===== src/rtl/mfd_pkg.sv =====
package mfd_pkg;
  typedef enum logic [1:0] {ST_SRCH, ST_ID, ST_HDR, ST_DATA} mfd_state_e;
  localparam int HDR_BITS = 4;
  localparam logic [HDR_BITS-1:0] HDR_BASE = 4'b0101;
endpackage


===== src/rtl/mfd_sync.sv =====
module mfd_sync #(
  parameter int STAGES = 2
) (
  input  logic clk,
  input  logic rst,
  input  logic din,
  output logic lvl_o,
  output logic edg_o
);
  logic [STAGES:0] sr;

  always_ff @(posedge clk) begin
    if (rst) sr <= '0;
    else     sr <= {sr[STAGES-1:0], din};
  end

  assign lvl_o = sr[STAGES-1];
  assign edg_o = sr[STAGES] ^ sr[STAGES-1];
endmodule


===== src/rtl/mfd_timer.sv =====
module mfd_timer #(
  parameter int CNT_W = 16
) (
  input  logic             clk,
  input  logic             rst,
  input  logic             edg_i,
  input  logic             mclr_i,
  input  logic [CNT_W-1:0] half_i,
  output logic             acq_o,
  output logic             mid_o,
  output logic             slip_o,
  output logic             gap_o
);
  localparam int EW = CNT_W + 2;

  logic [CNT_W-1:0] gcnt, mcnt;
  logic [EW-1:0]    h, lo, hi, th, gx, mx;

  always_ff @(posedge clk) begin
    if (rst) begin
      gcnt <= '0;
      mcnt <= '0;
    end else begin
      if (edg_i)           gcnt <= '0;
      else if (~&gcnt)     gcnt <= gcnt + 1'b1;
      if (mclr_i)          mcnt <= '0;
      else if (~&mcnt)     mcnt <= mcnt + 1'b1;
    end
  end

  always_comb begin
    h      = EW'(half_i);
    lo     = h + (h >> 1);
    hi     = (h << 1) + (h >> 1);
    th     = h + (h << 1);
    gx     = EW'(gcnt);
    mx     = EW'(mcnt);
    acq_o  = edg_i && (gx >= lo) && (gx <= hi);
    mid_o  = edg_i && (mx >= lo) && (mx <= hi);
    slip_o = edg_i && (mx > hi);
    gap_o  = !edg_i && (gx > th);
  end
endmodule


===== src/rtl/mfd_frame.sv =====
module mfd_frame
  import mfd_pkg::*;
#(
  parameter int ID_BITS = 8
) (
  input  logic               clk,
  input  logic               rst,
  input  logic               lvl_i,
  input  logic               acq_i,
  input  logic               mid_i,
  input  logic               slip_i,
  input  logic               gap_i,
  input  logic [ID_BITS-1:0] id_word,
  input  logic               hdr_inv,
  output logic               mclr_o,
  output logic               dout,
  output logic               dstrobe,
  output logic               id_match,
  output logic               hdr_found,
  output logic               eom
);
  localparam int IDC_W = $clog2(ID_BITS + 1);
  localparam int HC_W  = $clog2(HDR_BITS + 1);

  mfd_state_e          st;
  logic [ID_BITS-1:0]  win, win_nx;
  logic [IDC_W-1:0]    idc;
  logic [HDR_BITS-1:0] hsh, hsh_nx, hdr_pat;
  logic [HC_W-1:0]     hc;

  always_comb begin
    win_nx  = {win[ID_BITS-2:0], lvl_i};
    hsh_nx  = {hsh[HDR_BITS-2:0], lvl_i};
    hdr_pat = hdr_inv ? ~HDR_BASE : HDR_BASE;
    mclr_o  = (st == ST_SRCH) ? acq_i : mid_i;
  end

  always_ff @(posedge clk) begin
    if (rst) begin
      st <= ST_SRCH; win <= '0; idc <= '0; hsh <= '0; hc <= '0;
      dout <= 1'b0; dstrobe <= 1'b0; id_match <= 1'b0;
      hdr_found <= 1'b0; eom <= 1'b0;
    end else begin
      dstrobe <= 1'b0;
      eom     <= 1'b0;
      case (st)
        ST_SRCH: if (acq_i) begin
          win <= win_nx;
          idc <= IDC_W'(1);
          st  <= ST_ID;
        end
        ST_ID: begin
          if (slip_i || gap_i) begin
            st <= ST_SRCH; idc <= '0;
          end else if (mid_i) begin
            win <= win_nx;
            if (idc != IDC_W'(ID_BITS)) idc <= idc + 1'b1;
            if (win_nx == id_word && idc >= IDC_W'(ID_BITS - 1)) begin
              st <= ST_HDR; id_match <= 1'b1; hc <= '0;
            end
          end
        end
        ST_HDR: begin
          if (slip_i || gap_i) begin
            st <= ST_SRCH; idc <= '0; id_match <= 1'b0;
          end else if (mid_i) begin
            hsh <= hsh_nx;
            hc  <= hc + 1'b1;
            if (hc == HC_W'(HDR_BITS - 1)) begin
              if (hsh_nx == hdr_pat) begin
                st <= ST_DATA; hdr_found <= 1'b1;
              end else begin
                st <= ST_SRCH; idc <= '0; id_match <= 1'b0;
              end
            end
          end
        end
        ST_DATA: begin
          if (gap_i || slip_i) begin
            st <= ST_SRCH; idc <= '0;
            id_match <= 1'b0; hdr_found <= 1'b0;
            eom <= gap_i;
          end else if (mid_i) begin
            dout    <= lvl_i;
            dstrobe <= 1'b1;
          end
        end
        default: st <= ST_SRCH;
      endcase
    end
  end
endmodule


===== src/rtl/mfd_decoder.sv =====
module mfd_decoder #(
  parameter int CNT_W   = 16,
  parameter int ID_BITS = 8,
  parameter int SYNC_N  = 2
) (
  input  logic               clk,
  input  logic               rst,
  input  logic               din,
  input  logic [CNT_W-1:0]   half_period,
  input  logic [ID_BITS-1:0] id_word,
  input  logic               hdr_inv,
  output logic               dout,
  output logic               dstrobe,
  output logic               id_match,
  output logic               hdr_found,
  output logic               eom
);
  logic lvl, edg, acq, mid, slip, gap, mclr;

  mfd_sync #(.STAGES(SYNC_N)) u_sync (
    .clk(clk), .rst(rst), .din(din), .lvl_o(lvl), .edg_o(edg)
  );

  mfd_timer #(.CNT_W(CNT_W)) u_timer (
    .clk(clk), .rst(rst), .edg_i(edg), .mclr_i(mclr), .half_i(half_period),
    .acq_o(acq), .mid_o(mid), .slip_o(slip), .gap_o(gap)
  );

  mfd_frame #(.ID_BITS(ID_BITS)) u_frame (
    .clk(clk), .rst(rst), .lvl_i(lvl), .acq_i(acq), .mid_i(mid),
    .slip_i(slip), .gap_i(gap), .id_word(id_word), .hdr_inv(hdr_inv),
    .mclr_o(mclr), .dout(dout), .dstrobe(dstrobe), .id_match(id_match),
    .hdr_found(hdr_found), .eom(eom)
  );
endmodule


===== config.mk =====
export PLATFORM = sky130hd
export DESIGN_NAME = mfd_decoder
export DESIGN_NICKNAME = d
export VERILOG_FILES = /design/src/rtl/mfd_pkg.sv /design/src/rtl/mfd_sync.sv /design/src/rtl/mfd_timer.sv /design/src/rtl/mfd_frame.sv /design/src/rtl/mfd_decoder.sv
export SDC_FILE = /design/constraint.sdc
export NUM_CORES = 1
export LEC_CHECK = 0
export ABC_AREA = 1
export BUFFER_PORTS_ARGS = -buffer_cell sky130_fd_sc_hd__buf_2
export CORE_ASPECT_RATIO = 0.7
export CORE_MARGIN = 2
export CORE_UTILIZATION = 55
export DETAILED_ROUTE_END_ITERATION = 16
export PLACE_DENSITY = 0.73
export SETUP_SLACK_MARGIN = 0.02
export SKIP_CTS_REPAIR_TIMING = 1
export SLEW_MARGIN = 15
export SYNTH_ARGS = -nofsm -noshare
export SYNTH_HDL_FRONTEND = slang
export SYNTH_SLANG_ARGS = --single-unit

===== constraint.sdc =====
create_clock -name clk -period 5.6 [get_ports clk]
set_clock_uncertainty 0.15 [all_clocks]
set_input_delay 0.28 -clock clk [delete_from_list [all_inputs] [get_ports clk]]
set_output_delay 0.28 -clock clk [all_outputs]
set_load 0.02 [all_outputs]

==> results by stage <==
CTS:
- The CTS clock-pin slew for the worst setup and hold paths is 0.05 ns.
- The TritonCTS clock tree is built.
- The deepest clock path buffer count is 2.
- The number of sinks driven by the clock tree is 59.
- The H-tree depth reported by CTS is 3.
- The tree is rooted in a clkbuf_16.
- In this run, CTS created clock tree buffers numbering 9.
- The clock network latency to the later pin of the worst-skew pair is 0.33 ns.

Power and ir drop:
- The maximum ir drop on the vdd rail is 0.143 mV.
- For this design the static power due to leakage is 0.00366 uW.
- The design draws 1680 uW.
- Power spread over the standard cell area amounts to 230 mW/mm^2.

Routing:
- After detailed routing, the average wire length per cell comes to 14.9 microns.
- The count of vias placed by the detailed router is 6541.
- The count of nets left with antenna violations once routing finished came out at 0.
- The total DRC errors in the routed layout is 0.
- Dividing the detail-routed via count by the number of cells gives 5.41.
- The first routing iteration left 518 violations.
- The number of detailed-route iterations in the first pass is 6.
- The wire length after detailed routing is 18000 microns.

Place:
- The number of placed instances, taps included, is 1194.
- The standard cell area after detailed placement is 0.00700 sq mm.
- The number of input and output port buffers inserted is 32.
- The routability-driven placement congestion ratio is 0.906.
- The HPWL reported at the end of detailed placement is 15100 microns.

STA:
- For the final routed database, the setup TNS stands at 0 ns.
- At the pin with the least slew margin, the transition time is 0.841 ns.
- The shortest period the worst path allows is 4.27 ns.
- Setup repair after global routing left no endpoint under its margin.
- The fmax is 234 MHz.
- The total count of hold-check failures in the final report came to 0.
- After layout, the worst path uses 76.2% of the clock period.
- The max-slew violation count is 0.
- Setup violations remaining at the end of the flow were counted as 0.
- The worst max-slew margin expressed relative to the limit is 43.4%.

Cells and area:
- 0 antenna diodes ended up in the layout.
- The top cell types in the final layout, fill and taps aside, are nand2_1 (248), inv_1 (140), ha_1 (103).
- The library cell used most frequently in the layout, excluding fill and tap cells, is nand2_1.
- The area growth from synthesis to layout is 9.29%.
- The finished cells cover 0.00730 sq mm.
- The net count of the finished layout is 1181.
- The fraction of final layout cells with drive strength greater than 1 is 10.6%.
- The number of standard cells in the final layout excluding fillers is 1209.
- The core occupancy in the finished layout is 62.0%.

Floorplanning:
- The number of placed I/O pins is 33.
- The site row count is 33.
- From bottom edge to top edge, the die measures 96.2 microns.
- After floorplanning, the core was sized to cover 0.0118 sq mm.
- The effective utilization at floorplan is 56.7%.
- The die covers 0.0131 sq mm.
- The die is 136 microns wide.

Critical path:
- Data on the critical path arrives at its endpoint at 4.37 ns.
- The critical setup path kind is primary input to register.
- The worst register-to-register path ends at u_frame.win[1].
- The worst setup slack for register-to-register paths is 2.59 ns.
- The maximum fanout along the worst path is 11.
- The type of origin of the critical path is a primary input.
- The number of cell instances on the worst register-to-register path is 18.
- STA classifies the critical path endpoint as a register.
- In this run the critical register-to-register path is launched from u_timer.gcnt[9].
- Data on the critical path is required at its endpoint by 5.71 ns.

Global routing:
- Summed over all layers, the global routing overflow is 0.
- The number of antenna violations at the first check in global routing is 0.
- The overall routing resource usage is 29.2%.
- The maximum number of pins on one net before global-route repair is 18.
- The first-pass GRT wire length is 29400 microns.
- The via count of the first global-routing pass is 5894.

Logic synthesis:
- The synthesized netlist occupies a cell area of 0.00668 sq mm.
- The primary flip-flop cell chosen by synthesis mapping is dfxtp_1.
- After technology mapping, the gate count stands at 1012.
- The number of flip-flops and latches in the synthesized netlist is 59.
- The synthesized area per cell is 6.60 sq um.
- The share of synthesized area occupied by flip-flops and latches is 17.7%.
- The fraction of registers with async set/reset is 0%.
- The netlist uses 56 different library cells.
- The net count after synthesis is 1145.
- The total of warnings raised by yosys is 0.
- The number of synthesized flops with an enable pin is 0.

Worst hold path:
- The class of the most critical hold timing path is primary input to register.
- The start point of the worst hold path is din.
- The terminating pin of the worst hold path is u_sync.sr[0].
- Along the worst hold path, the cell count comes to 3.

Status:
- The flow ran to the end, and the final reports show no timing, DRC or antenna violations.

Run:
- Max-cap violations in this run came to 0.
==> report_power, final <==
group,internal (uW),leakage [uW],switching [uW]
Clock,365,0.000144,189
Sequential,452,0.000478,30.9
Combinational,226,0.00304,418
==> cell type report <==
type / instances / area (sq um)
clock inverters: 4 / 50.0
inverters: 148 / 558
well taps: 157 / 196
clock buffers: 11 / 253
multi-input cells: 798 / 4900
fillers: 1140 / 4470
flip-flops and latches: 59 / 1180
repair buffers: 32 / 160
==> logic make-up after synthesis <==
group           count (synthesis)  synth area share [%]
simple gates                  517                  35.9
buf+inv                       155                  8.94
compound gates                137                  12.2
fa+ha+maj                     105                  19.9
flops                          59                  17.7
xor+xnor                       39                  5.34
==> stage by stage <==
step	hold slack [ns]	worst slack [ns]
global placement	0.243	1.13
CTS	-0.00944	1.40
global route	0.0163	1.02
floorplan	0.209	1.94
finish	0.00291	1.33
detailed placement	0.255	1.08
==> flip-flops by register name (all words and copies together) (netlist names) <==
signal,count
u_frame.hsh,3
u_sync.sr,3
u_frame.dout,1
u_timer.mcnt,16
u_frame.win,7
u_frame.hdr_found,1
u_frame.hc,3
u_frame.id_match,1
u_timer.gcnt,16
u_frame.st,2
u_frame.dstrobe,1
u_frame.eom,1
u_frame.idc,4
==> worst max-delay path: stages <==
cell and delay (ns):
buf_2 0.17, ha_1 0.25, fa_1 0.45, nand3_1 0.10, nand3_1 0.17, nand2_1 0.11, nand3_1 0.14, xnor2_1 0.41
ha_1 0.21, nand2_1 0.07, nor2_1 0.17, nand4_1 0.13, or2_2 0.29, nand4_1 0.09, nand4_1 0.09, nand2_1 0.06
nand2_1 0.05, nand2_1 0.07, nand2_1 0.07, nand2_2 0.08, nand2_4 0.08, nand3_4 0.14, nand2_1 0.13, nand2_1 0.28
o21ai_0 0.13, a21oi_1 0.14
==> how the worst max path moves through the flow <==
stage / start / to / slack, ns / cells past startpoint
after floorplan: half_period[0] / u_frame.idc[1] / 1.94 / 26
after global placement: half_period[1] / u_frame.win[1] / 1.13 / 26
after detailed placement: half_period[1] / u_frame.win[1] / 1.08 / 26
after CTS: half_period[1] / u_frame.win[1] / 1.40 / 26
after global routing: half_period[1] / u_frame.win[1] / 1.02 / 26
final: half_period[1] / u_frame.win[1] / 1.33 / 26
==> metal layers <==
| metal | GRT usage, % | up-vias | share of wire (%) |
|---|---|---|---|
| met3 | 3.95 | 10 | 8.1 |
| met1 | 45.6 | 2922 | 53 |
| li1 | - | 3425 | - |
| met2 | 42.1 | 184 | 38 |
| met5 | 0 | - | 0 |
| met4 | 5.56 | 0 | 0.65 |
==> synthesized netlist by cell type, types with 3 or more instances <==
cell      instances  share of area, %
a21boi_0          3              0.34
nand4_1          28               2.6
o21ai_0          23               1.7
nor3_1           26               1.9
nand2_1         248                14
xor2_1           23               3.0
nand3_1          66               4.9
nor4_1            5              0.47
nand3_2           7               1.0
nand2_2          12               1.1
o21a_1            3              0.34
nand2_4           4              0.67
xnor2_1          15               2.0
a21oi_1          72               5.4
a21oi_2           3              0.39
inv_2             5              0.28
o21ai_1           5              0.37
nor2_2            9              0.84
or2_2             6              0.56
clkbuf_1          4              0.22
nand3_4           5               1.3
nor2_1           92               5.2
a31oi_1           7              0.66
inv_1           140               7.9
ha_1            103                19
dfxtp_1          59                18
Power figures use the tool's default switching activity.
